$ cat config.mk
export PLATFORM = sky130hd
export DESIGN_NAME = bridge_irq_status
export DESIGN_NICKNAME = d
export VERILOG_FILES = /design/src/rtl/bis_pkg.sv /design/src/rtl/bis_rst_sync.sv /design/src/rtl/bis_err_word.sv /design/src/rtl/bis_evt_byte.sv /design/src/rtl/bis_irq_gen.sv /design/src/rtl/bridge_irq_status.sv
export SDC_FILE = /design/constraint.sdc
export NUM_CORES = 1
export LEC_CHECK = 0
export CAP_MARGIN = 20
export CORE_MARGIN = 2
export CORE_UTILIZATION = 40
export CTS_BUF_LIST = sky130_fd_sc_hd__clkbuf_4 sky130_fd_sc_hd__clkbuf_8
export DETAILED_ROUTE_END_ITERATION = 10
export DONT_BUFFER_PORTS = 1
export GPL_TIMING_DRIVEN = 0
export SLEW_MARGIN = 20
export SYNTH_ARGS = -nofsm -noshare
export SYNTH_HDL_FRONTEND = slang
export SYNTH_SLANG_ARGS = --single-unit
$ cat constraint.sdc
create_clock -name clk -period 2.1 [get_ports clk]
set_clock_uncertainty 0.15 [all_clocks]
set_input_delay 0.42 -clock clk [delete_from_list [all_inputs] [get_ports clk]]
set_output_delay 0.42 -clock clk [all_outputs]
set_load 0.02 [all_outputs]
$ cat src/rtl/bis_pkg.sv
`timescale 1ns/1ps
package bis_pkg;
  typedef enum logic [1:0] {
    SEL_ERR  = 2'd0,
    SEL_EVT  = 2'd1,
    SEL_MASK = 2'd2,
    SEL_CTRL = 2'd3
  } sel_e;
endpackage

$ cat src/rtl/bis_rst_sync.sv
`timescale 1ns/1ps
module bis_rst_sync #(
  parameter int STAGES = 2
) (
  input  logic clk,
  input  logic rst_n,
  output logic rst_q_n
);
  logic [STAGES-1:0] chain_q;
  logic [STAGES-1:0] chain_d;

  always_comb begin
    chain_d = {chain_q[STAGES-2:0], 1'b1};
  end

  always_ff @(posedge clk or negedge rst_n) begin
    if (!rst_n) chain_q <= '0;
    else        chain_q <= chain_d;
  end

  assign rst_q_n = chain_q[STAGES-1];
endmodule

$ cat src/rtl/bis_err_word.sv
`timescale 1ns/1ps
module bis_err_word #(
  parameter int ERR_W = 4
) (
  input  logic             clk,
  input  logic             rst_n,
  input  logic             clr_we,
  input  logic [ERR_W-1:0] clr_bits,
  input  logic [ERR_W-1:0] pulse,
  output logic [ERR_W-1:0] flags
);
  // one sticky write-one-to-clear cell per error bit
  for (genvar i = 0; i < ERR_W; i++) begin : g_cell
    logic flag_q, flag_d, flag_ce;

    always_comb begin
      flag_ce = pulse[i] | (clr_we & clr_bits[i]);
      flag_d  = pulse[i];   // pulse wins over a clear in the same cycle
    end

    always_ff @(posedge clk or negedge rst_n) begin
      if (!rst_n)       flag_q <= 1'b0;
      else if (flag_ce) flag_q <= flag_d;
    end

    assign flags[i] = flag_q;
  end
endmodule

$ cat src/rtl/bis_evt_byte.sv
`timescale 1ns/1ps
module bis_evt_byte #(
  parameter int EVT_W = 8
) (
  input  logic             clk,
  input  logic             rst_n,
  input  logic             wr_hit,
  input  logic [EVT_W-1:0] wr_val,
  input  logic [EVT_W-1:0] pulse,
  output logic [EVT_W-1:0] events
);
  logic [EVT_W-1:0] evt_q, evt_d;
  logic             evt_ce;
  logic             zero_wr;

  always_comb begin
    zero_wr = wr_hit & (wr_val == '0);
    evt_ce  = zero_wr | (|pulse);
    evt_d   = zero_wr ? pulse : (evt_q | pulse);
  end

  always_ff @(posedge clk or negedge rst_n) begin
    if (!rst_n)      evt_q <= '0;
    else if (evt_ce) evt_q <= evt_d;
  end

  assign events = evt_q;
endmodule

$ cat src/rtl/bis_irq_gen.sv
`timescale 1ns/1ps
module bis_irq_gen #(
  parameter int EVT_W = 8
) (
  input  logic             clk,
  input  logic             rst_n,
  input  logic             enable,
  input  logic [EVT_W-1:0] events,
  input  logic [EVT_W-1:0] mask,
  output logic             irq
);
  logic irq_q, irq_d;

  always_comb begin
    irq_d = enable & (|(events & mask));
  end

  always_ff @(posedge clk or negedge rst_n) begin
    if (!rst_n) irq_q <= 1'b0;
    else        irq_q <= irq_d;
  end

  assign irq = irq_q;
endmodule

$ cat src/rtl/bridge_irq_status.sv
`timescale 1ns/1ps
module bridge_irq_status #(
  parameter int DATA_W  = 16,
  parameter int ERR_W   = 4,
  parameter int EVT_W   = 8,
  parameter int SEL_W   = 2,
  parameter int SYNC_ST = 2
) (
  input  logic              clk,
  input  logic              rst_n,
  input  logic              wr_en,
  input  logic [SEL_W-1:0]  wr_sel,
  input  logic [DATA_W-1:0] wr_data,
  input  logic [SEL_W-1:0]  rd_sel,
  output logic [DATA_W-1:0] rd_data,
  input  logic [ERR_W-1:0]  err_pulse,
  input  logic [EVT_W-1:0]  evt_pulse,
  output logic              irq
);
  import bis_pkg::*;

  localparam int ERR_LSB = DATA_W - ERR_W;

  logic             rst_q_n;
  logic [ERR_W-1:0] err_q;
  logic [EVT_W-1:0] evt_q;
  logic [EVT_W-1:0] mask_q, mask_d;
  logic             en_q, en_d;
  logic             wr_err, wr_evt, wr_mask, wr_ctrl;
  logic             unused_wr_bits;

  assign unused_wr_bits = ^wr_data[ERR_LSB-1:EVT_W];

  bis_rst_sync #(.STAGES(SYNC_ST)) u_rst (
    .clk(clk), .rst_n(rst_n), .rst_q_n(rst_q_n)
  );

  always_comb begin
    wr_err  = wr_en & (wr_sel == SEL_ERR);
    wr_evt  = wr_en & (wr_sel == SEL_EVT);
    wr_mask = wr_en & (wr_sel == SEL_MASK);
    wr_ctrl = wr_en & (wr_sel == SEL_CTRL);
    mask_d  = wr_data[EVT_W-1:0];
    en_d    = wr_data[0];
  end

  always_ff @(posedge clk or negedge rst_q_n) begin
    if (!rst_q_n)     mask_q <= '0;
    else if (wr_mask) mask_q <= mask_d;
  end

  always_ff @(posedge clk or negedge rst_q_n) begin
    if (!rst_q_n)     en_q <= 1'b0;
    else if (wr_ctrl) en_q <= en_d;
  end

  bis_err_word #(.ERR_W(ERR_W)) u_err (
    .clk(clk), .rst_n(rst_q_n), .clr_we(wr_err),
    .clr_bits(wr_data[DATA_W-1:ERR_LSB]), .pulse(err_pulse), .flags(err_q)
  );

  bis_evt_byte #(.EVT_W(EVT_W)) u_evt (
    .clk(clk), .rst_n(rst_q_n), .wr_hit(wr_evt),
    .wr_val(wr_data[EVT_W-1:0]), .pulse(evt_pulse), .events(evt_q)
  );

  bis_irq_gen #(.EVT_W(EVT_W)) u_irq (
    .clk(clk), .rst_n(rst_q_n), .enable(en_q),
    .events(evt_q), .mask(mask_q), .irq(irq)
  );

  always_comb begin
    rd_data = '0;
    case (rd_sel)
      SEL_ERR:  rd_data[DATA_W-1:ERR_LSB] = err_q;
      SEL_EVT:  rd_data[EVT_W-1:0]        = evt_q;
      SEL_MASK: rd_data[EVT_W-1:0]        = mask_q;
      default:  rd_data[0]                = en_q;
    endcase
  end
endmodule

# Word-level counts from Yosys, hierarchy flattened
# Cells that the tools add are included.
[op_classes] eq_ne=5 n_mux=4 n_bitwise=17 n_reduce_logical=5
[ops] cell="8-bit OR reduction" n=2
[ops] cell="7-bit case mux with 2 select lines" n=1
[ops] cell="1-bit bitwise AND" n=10
[ops] cell="8-bit bitwise AND" n=1
[ops] cell="8-bit zero test" n=1
[ops] cell="8-bit two-way mux" n=1
[ops] cell="8-bit OR" n=1
[ops] cell="2-bit == test, second input constant" n=3
[ops] cell="1-bit OR" n=5
[ops] cell="2-bit by 1-bit == test with 1-bit output, second input constant" n=2
[ops] cell="2-bit zero test" n=2
[ops] cell="4-bit two-way mux" n=1
[ops] cell="1-bit case mux with 3 select lines" n=1
[word_totals] regBits=24 inputBits=35 out_inout_bits=17 wordCells=40

# Logic depth before layout (Yosys ltp)
# Gate-level depths: netlist of run 1.
[depth] ltp_word=4 depth_mapped=5 mapped_depth_nobuf=4

# Hierarchy
# A second synthesis of run 1 with hierarchy kept.
[hier_totals] cells_unflattened=119 area_unflattened_um2=1277.5
[by_module_without_submodules] mod="bridge_irq_status" n_inst=1 cells_per_inst=56 area_per_inst_um2=608.1 seq_area_each_um2=225.2
[by_module_without_submodules] mod="bis_evt_byte" n_inst=1 cells_per_inst=37 area_per_inst_um2=372.9 seq_area_each_um2=200.2
[by_module_without_submodules] mod="bis_err_word" n_inst=1 cells_per_inst=16 area_per_inst_um2=175.2 seq_area_each_um2=100.1
[by_module_without_submodules] mod="bis_irq_gen" n_inst=1 cells_per_inst=7 area_per_inst_um2=67.6 seq_area_each_um2=25.0
[by_module_without_submodules] mod="bis_rst_sync" n_inst=1 cells_per_inst=3 area_per_inst_um2=53.8 seq_area_each_um2=50.0

# Least setup slack after synthesis of run 1
# No wires, ideal clock.
[synth_path] path_type="in2out" startpoint="in rd_sel[1]" endpoint="out rd_data[0]" arrival_ns=1.298 required_time_ns=1.530 setup_slack_ns=0.232 path_stages=5 path_buffers=1 path_cell_list="inv_1 ha_1 clkbuf_1 a221oi_1 a21oi_1"
[synth_via] elab_chain_len=2 word_cells_on_any_way=4 cone_classes="2 x eq/ne; 1 x mux; 1 x reduce/logical"
[synth_lines] item="from (decl)" line_no="bridge_irq_status.sv:14" text="input logic [SEL_W-1:0] rd_sel,"
[synth_lines] item="2-bit == test, or another cell as far along" line_no="bridge_irq_status.sv:74" text="case (rd_sel)"
[synth_lines] item="1-bit case mux with 3 select lines (*)" line_no="bridge_irq_status.sv:74"
[synth_lines] item="to (decl)" line_no="bridge_irq_status.sv:15" text="output logic [DATA_W-1:0] rd_data,"
# Every way passes the cells marked *; elsewhere a longest branch is shown, timed or not.

# Final worst setup path of run 1
[layout_path] startpoint="in rd_sel[1]" endpoint="out rd_data[4]"
[layout_via] elab_chain_len=2 word_cells_on_any_way=3 cone_classes="2 x eq/ne; 1 x mux"
[layout_lines] item="2-bit == test or 2-bit by 1-bit == test with 1-bit output (tied branches)" line_no="bridge_irq_status.sv:74"
[layout_lines] item="7-bit case mux with 2 select lines (*)" line_no="bridge_irq_status.sv:74"
# Marks and branches as above.

==> results.txt, run 1 <==
Max Buffers Root-to-Sink -> 2
cells along the critical path -> inv_1 > ha_1 > clkbuf_1 > a22oi_1 > nor2b_1
Hold WC Path Type -> input pin to register
GRT overflow -> 0
nets@finish -> 160
Max Clock Freq -> 501 MHz
Hold Slack -> 34.9 ps
CP required -> 1530 ps
Final Instance Area -> 0.00142 mm²
residual DRC count -> 0
CP max-delay cell -> nor2b_1
RSZ-0062 raised after global routing -> false
first-pass GRT wire length -> 4530 µm
Setup CP Type -> input pin to primary output
die area -> 0.00365 mm²
ANT cells -> 0
PwrDens -> 735 mW/mm²
Avg Inst Size Synth -> 11.4 µm²
fin worst setup slack -> 105 ps
Post-CTS Setup Bufs -> 0
number of global-route vias before repair -> 965
CTS tree -> yes
TNS Setup -> 0 ps
most frequent cells in the layout -> dfrtp_1, a22oi_1, mux2_2
Max H-tree Level -> 1
core area -> 0.00303 mm²
Pins Over Slew Limit -> 0
worst skew pair latency -> 310 ps
Cell Rows -> 20
Seq cells post-synth -> 24
CTS sink count -> 24
synth unique cells -> 21
CP arrival -> 1420 ps
critical path launch point type -> input pin
Die W -> 60.4 µm
synth top area cells -> dfrtp_1, mux2_2, a22oi_1
io pins -> 52
Worst Hold Depth -> 1
Initial Utilization -> 42.0%
routed via count -> 939
dpl cell area -> 0.00134 mm²
Synth Warn # -> 0
Vias/cell -> 5.73
Max transition margin -> 38.7%
pre-CTS setup slack -> 32.3 ps
clock root buffer -> clkbuf_4
setup violators final -> 0
antenna-violating nets left -> 0
post-route minimum period -> 1990 ps
crit end category -> primary output
critical path depth -> 5
total track usage -> 17.0%
drt wl/cell -> 17.3 µm
Crit path max-delay family -> buffers and inverters
layout cells sized above 1 -> 22.5%
Layout Area Growth over Synthesis -> 11.6%
Worst path max stage delay -> 360 ps
# fillers -> 297
Core Util, Final -> 46.9%
commonest non-fill, non-tap cell in the layout -> dfrtp_1
die height -> 60.4 µm
Buf+Inv Stages, Crit Path -> 2
cells on worst reg2reg path -> 0
Yosys top cell by area -> dfrtp_1
drt initial violations -> 16
Synth Instances -> 112
hpwl dp -> 2130 µm
final worst-path cycle share -> 95.0%
status -> completed
largest net degree at the start of global routing -> 23
worst vdd ir -> 0.417 mV
initial antenna violation count -> 0
Worst-Margin Slew -> 919 ps
R2R Setup Slk -> 1000 ps
Seq/Total Area, Yosys -> 47.2%
Max-Cap Viols -> 0
WL final -> 2830 µm
Clock Pin Slew Worst Setup and Hold Paths -> 130 ps
Final Hold Viols -> 0
Max FO, Critical Path -> 8
cts bufs inserted -> 3
port bufs -> 0
drt pass-1 iters -> 4
routability cong. -> 0.767
Reg area -> 601 µm²
Pleak -> 0.547 nW
Multi-input gate area -> 641 µm²
Post-Syn Area -> 0.00127 mm²
post-synth top area share -> 47.2%
[routing by layer]
metal / GRT usage [%] / part of all wire (%) / routed length (µm)
met1: 20.4 / 39 / 1110
met2: 29.0 / 50 / 1430
met3: 5.54 / 7.8 / 220
met4: 5.40 / 2.6 / 74
met5: 0 / 0 / 0
[area by class of cell]
| type | count | area share (%) |
|---|---|---|
| Multi-Input combinational cell | 79 | 45.1 |
| Sequential cell | 24 | 42.3 |
| Tap cell | 44 | 3.88 |
| Buffer | 9 | 3.44 |
| Clock inverter | 1 | 2.12 |
| Clock buffer | 3 | 1.59 |
| Inverter | 3 | 0.794 |
| Timing Repair Buffer | 1 | 0.705 |
[sequential cells by signal (all words and copies together) (netlist names)]
name                 count
en_q                     1
mask_q                   8
u_err.g_cell.flag_q      4
u_evt.events             8
u_irq.irq                1
u_rst.chain_q            2
[kinds of logic (layout without fill, tap and decap cells)]
kind of cell	count (synthesis)	count (layout)	share of synthesized area [%]
simple gates	35	35	21.0
compound gates	26	26	14.6
flops	24	24	47.2
buf+inv	12	17	4.72
mux	9	9	7.97
fa+ha+maj	4	4	3.94
other cells	2	5	0.591
[repair_timing]
item / 4_1_cts / 5_1_grt
hold buffers: 1 / 0
endpoints found under the setup margin: 0 / 7
endpoints found under the hold margin: 2 / 0
resized for setup: 0 / 7
[report_power, final]
| part | internal (W) | switching (W) | total [W] |
|---|---|---|---|
| registers | 0.000503 | 0.0000406 | 0.000544 |
| logic | 0.0000779 | 0.0000879 | 0.000166 |
| clock network | 0.000193 | 0.000140 | 0.000333 |
[worst paths after layout]
check,from,to
setup / recovery,rd_sel[1],rd_data[4]
min in group asynchronous,rst_n,u_rst.chain_q[0]
hold / removal,err_pulse[3],u_err.g_cell[3].flag_q
hold reg to reg,u_rst.chain_q[0],u_rst.chain_q[1]
setup reg to reg,u_rst.chain_q[1],u_err.g_cell[1].flag_q
max in group asynchronous,u_rst.chain_q[1],u_err.g_cell[1].flag_q
[through the flow]
step / cells / total power (W)
finish: 164 / 0.00104
floorplan: 115 / 0.000679
global placement: 159 / 0.000706
detailed placement: 159 / 0.000712
CTS: 164 / 0.00105
global route: 164 / 0.00111
[Yosys cell counts, drive strengths merged]
cell and count:
nand3b 1, a21o 4, inv 3, dfrtp 24, a221oi 1, a22oi 11, nor2b 7, conb 2
a21oi 1, nor2 8, nor4 8, a31oi 8, a41oi 1, clkbuf 5, buf 4, and2 4
mux2 9, nand4bb 4, nor4b 2, nand3 1, ha 4
Note: power is estimated with default switching activity, not from simulation.
==> run 2, diff against run 1 <==
--- a/config.mk
+++ b/config.mk
@@ -12,6 +12,7 @@
 export DETAILED_ROUTE_END_ITERATION = 10
 export DONT_BUFFER_PORTS = 1
 export GPL_TIMING_DRIVEN = 0
+export HOLD_SLACK_MARGIN = 0.05
 export SLEW_MARGIN = 20
 export SYNTH_ARGS = -nofsm -noshare
 export SYNTH_HDL_FRONTEND = slang
==> run 2 against run 1 <==
Net effect:
- highest routed layer unchanged
- sequential power hardly changed
- critical path depth stayed put
- flip-flop and latch count stayed put
- largest power group unchanged
==> results.txt, run 2 (synthesis results as in run 1) <==
Hold Path Origin -> wr_data[2]
Initial Utilization -> 42.0%
Max transition margin -> 38.7%
WL final -> 2850 µm
antenna-violating nets left -> 0
CP max-delay cell -> nor2b_1
status -> completed
Die W -> 60.4 µm
most frequent cells in the layout -> dfrtp_1, a22oi_1, mux2_2
M3 GR Usage -> 5.54%
io pins -> 52
drt pass-1 iters -> 4
worst vdd ir -> 0.421 mV
GRT overflow -> 0
Reg area -> 601 µm²
Max Clock Freq -> 501 MHz
drt initial violations -> 16
R2R Setup Slk -> 1000 ps
clock root buffer -> clkbuf_4
Post-CTS Setup Bufs -> 0
Hold EP -> mask_q[2]
total track usage -> 17.1%
initial antenna violation count -> 0
residual DRC count -> 0
Worst Hold Depth -> 1
grt met1 use -> 20.6%
PwrDens -> 719 mW/mm²
Vias/cell -> 5.70
Final Instance Area -> 0.00146 mm²
routed via count -> 958
Setup CP Type -> input pin to primary output
TNS Setup -> 0 ps
CP required -> 1530 ps
post-route minimum period -> 2000 ps
cells on worst reg2reg path -> 0
port bufs -> 0
busiest grt layer -> met2
hpwl dp -> 2130 µm
die height -> 60.4 µm
Final Hold Viols -> 0
core area -> 0.00303 mm²
Pleak -> 0.564 nW
total power -> 0.00105 W
Multi-input gate area -> 641 µm²
routing usage on met2 -> 29.0%
CTS tree -> yes
nets@finish -> 164
Reg-to-Reg Start -> u_rst.chain_q[1]
Layout Area Growth over Synthesis -> 14.8%
layout cells sized above 1 -> 21.8%
Worst-Margin Slew -> 919 ps
final worst-path cycle share -> 95.1%
die area -> 0.00365 mm²
number of global-route vias before repair -> 968
CTS sink count -> 24
critical path launch point type -> input pin
commonest non-fill, non-tap cell in the layout -> dfrtp_1
routability cong. -> 0.767
worst skew pair latency -> 310 ps
Max-Cap Viols -> 0
Max Buffers Root-to-Sink -> 2
CP arrival -> 1430 ps
largest net degree at the start of global routing -> 23
Worst path max stage delay -> 360 ps
dpl cell area -> 0.00134 mm²
ANT cells -> 0
RSZ-0062 raised after global routing -> false
first-pass GRT wire length -> 4550 µm
Cell Rows -> 20
Hold WC Path Type -> input pin to register
cts bufs inserted -> 3
Max FO, Critical Path -> 8
cells along the critical path -> inv_1 > ha_1 > clkbuf_1 > a22oi_1 > nor2b_1
crit end category -> primary output
# fillers -> 291
RR Endpoint -> mask_q[7]
Clock Pin Slew Worst Setup and Hold Paths -> 130 ps
Max H-tree Level -> 1
setup violators final -> 0
drt wl/cell -> 16.9 µm
Pins Over Slew Limit -> 0
## run 2: through the flow
stage / setup WS (ps) / utilization, % / hold WS (ps) / cells
floorplan: 232 / - / -25.6 / 115
global placement: 69.7 / 44.2 / -25.5 / 159
detailed placement: 32.3 / 44.2 / -25.5 / 159
CTS: 41.0 / 47.6 / 80.5 / 168
global route: 2.05 / 48.2 / 63.4 / 168
finish: 104 / 48.2 / 92.8 / 168
## run 2: worst max-delay path by stage
stage	cells past startpoint	startpoint	to	slack, ps
2_1_floorplan	5	rd_sel[1]	rd_data[0]	230
3_3_place_gp	5	rd_sel[1]	rd_data[0]	70
3_5_place_dp	5	rd_sel[1]	rd_data[0]	30
4_1_cts	5	rd_sel[1]	rd_data[0]	40
5_1_grt	5	rd_sel[1]	rd_data[4]	2
6_report	5	rd_sel[1]	rd_data[4]	100
## run 2: worst max-delay path: cells and delay by family
| family | cells | cell delay, ps |
|---|---|---|
| AO/OA/AOI/OAI | 1 | 160 |
| adder cells (fa/ha/maj) | 1 | 140 |
| buffers and inverters | 2 | 360 |
| AND/OR/NAND/NOR | 1 | 360 |
## run 2: repair_timing
| action | in CTS | in global routing |
|---|---|---|
| resized for setup | 0 | 7 |
| hold buffers | 5 | 0 |
| endpoints found under the hold margin | 6 | 0 |
| setup endpoints to repair | 0 | 7 |
## run 2: metal layers
layer / vias to the layer above / share of wire (%)
met5: - / 0
met4: 0 / 2.6
met3: 6 / 7.7
met2: 38 / 49
met1: 476 / 41
li1: 438 / -
## run 2: final cells by class
type | count | share of cell area, %
Inverter | 3 | 0.772
Buffer | 9 | 3.34
Tap cell | 44 | 3.77
Clock buffer | 3 | 1.54
Timing Repair Buffer | 5 | 3.43
Multi-Input combinational cell | 79 | 43.9
Sequential cell | 24 | 41.2
Clock inverter | 1 | 2.06
## run 2: power by group
group	leakage [nW]	switching [W]	internal [W]
Clock	0.0279	0.000141	0.000193
Combinational	0.287	0.0000891	0.0000829
Sequential	0.248	0.0000404	0.000503
==> run 3, diff against run 2 <==
--- a/config.mk
+++ b/config.mk
@@ -13,6 +13,7 @@
 export DONT_BUFFER_PORTS = 1
 export GPL_TIMING_DRIVEN = 0
 export HOLD_SLACK_MARGIN = 0.05
+export REMOVE_ABC_BUFFERS = 1
 export SLEW_MARGIN = 20
 export SYNTH_ARGS = -nofsm -noshare
 export SYNTH_HDL_FRONTEND = slang
==> run 3 against run 2 <==
Net effect:
- worst setup slack gained 65 ps
- critical endpoint is now rd_data[0]
- core utilization down 3.2 points
- sequential share of layout area grew 3.0 points
- power decreased by 14%
- clock-buffer cell count did not move
- die area stayed put
- largest power group unchanged
==> results.txt, run 3 (synthesis results as in run 1) <==
ANT cells -> 0
CTS tree -> yes
Max transition margin -> 40.1%
CTS sink count -> 24
Max H-tree Level -> 1
post_cts resized -> 0
hold_buf cts -> 5
Core Util, Final -> 45.0%
post-route minimum period -> 1930 ps
number of global-route vias before repair -> 939
drt wl/cell -> 18.0 µm
Post-CTS Setup Bufs -> 0
Max Buffers Root-to-Sink -> 2
Hold Path Origin -> evt_pulse[7]
WL final -> 2840 µm
layout cells sized above 1 -> 13.2%
CP max-delay cell -> a21oi_1
drt pass-1 iters -> 4
total track usage -> 17.4%
Layout Area Growth over Synthesis -> 7.09%
routed via count -> 893
Worst-Margin Slew -> 898 ps
Pins Over Slew Limit -> 0
die area -> 0.00365 mm²
Worst path max stage delay -> 420 ps
port bufs -> 0
hpwl dp -> 2090 µm
first-pass GRT wire length -> 4560 µm
clock root buffer -> clkbuf_4
Pleak -> 0.516 nW
nets@finish -> 155
initial antenna violation count -> 0
cells along the critical path -> inv_1 > ha_1 > a221oi_1 > a21oi_1
die height -> 60.4 µm
residual DRC count -> 0
status -> completed
RSZ-0062 raised after global routing -> false
Die W -> 60.4 µm
Vias/cell -> 5.65
Reg-to-Reg Start -> u_rst.chain_q[1]
Max FO, Critical Path -> 8
worst vdd ir -> 0.350 mV
GRT overflow -> 0
TNS Setup -> 0 ps
io pins -> 52
worst skew pair latency -> 310 ps
Cell Rows -> 20
Hold WC Path Type -> input pin to register
drt initial violations -> 35
CP required -> 1530 ps
PwrDens -> 662 mW/mm²
crit end category -> primary output
pre-CTS setup slack -> 173 ps
CP arrival -> 1360 ps
Hold Slack -> 76.2 ps
core area -> 0.00303 mm²
fin worst setup slack -> 168 ps
cts bufs inserted -> 3
Final Hold Viols -> 0
largest net degree at the start of global routing -> 23
Max-Cap Viols -> 0
setup violators final -> 0
critical path launch point type -> input pin
final worst-path cycle share -> 92.0%
most frequent cells in the layout -> dfrtp_1, a22oi_1, mux2_2
Clock Pin Slew Worst Setup and Hold Paths -> 140 ps
R2R Setup Slk -> 1030 ps
Initial Utilization -> 42.0%
antenna-violating nets left -> 0
Max Clock Freq -> 518 MHz
Setup CP Type -> input pin to primary output
routability cong. -> 0.785
crit path launch -> rd_sel[1]
commonest non-fill, non-tap cell in the layout -> dfrtp_1
==> run 3: cell count changes in the layout (fill, tap and decap cells not counted), sizes merged <==
cell	change
bufinv	-1
clkbuf	-5
buf	-4
==> run 3: path summary, 6_finish.rpt <==
path	endpoint	cells past startpoint
worst min-delay path	u_evt.events[7]	2
worst max-delay path	rd_data[0]	4
min in group asynchronous	u_rst.chain_q[1]	1
worst min register to register	u_err.g_cell[1].flag_q	0
max in group asynchronous	u_evt.events[0]	0
worst max register to register	u_evt.events[0]	0
==> run 3: critical path, delay by kind of cell <==
kind,cells,cell delay (ps)
adders and majority gates,1,320
AOI/OAI and AO/OA,2,560
buffers and inverters,1,60
==> run 3: area by class of cell <==
class	instances	area (µm²)
clock buffer	3	22.5
fill	300	1670
inverter	3	11.3
multi-input combinational	79	622
sequential	24	601
tap	44	55.1
timing repair buffer	5	50.0
==> run 3: layer usage <==
| metal | wire length (µm) | up-vias | track usage (%) | part of all wire [%] |
|---|---|---|---|---|
| met5 | 0 | - | 0 | 0 |
| met4 | 44 | 0 | 7.62 | 1.5 |
| met3 | 260 | 4 | 5.12 | 9.2 |
| met2 | 1360 | 40 | 28.0 | 48 |
| met1 | 1180 | 433 | 21.8 | 42 |
| li1 | - | 416 | - | - |
==> run 3: where the power goes <==
group	leakage, nW	internal [W]	switching [W]
clock network	0.0138	0.0000673	0.000139
logic	0.254	0.0000734	0.0000770
registers	0.248	0.000503	0.0000417
total	0.516	0.000644	0.000258
==> run 3: through the flow <==
stage | cells | cell area, µm² | total power [W]
finish | 158 | 1360 | 0.000902
global route | 158 | 1360 | 0.000941
CTS | 158 | 1360 | 0.000902
detailed placement | 150 | 1290 | 0.000698
global placement | 150 | 1290 | 0.000693
floorplan | 106 | 1230 | 0.000667
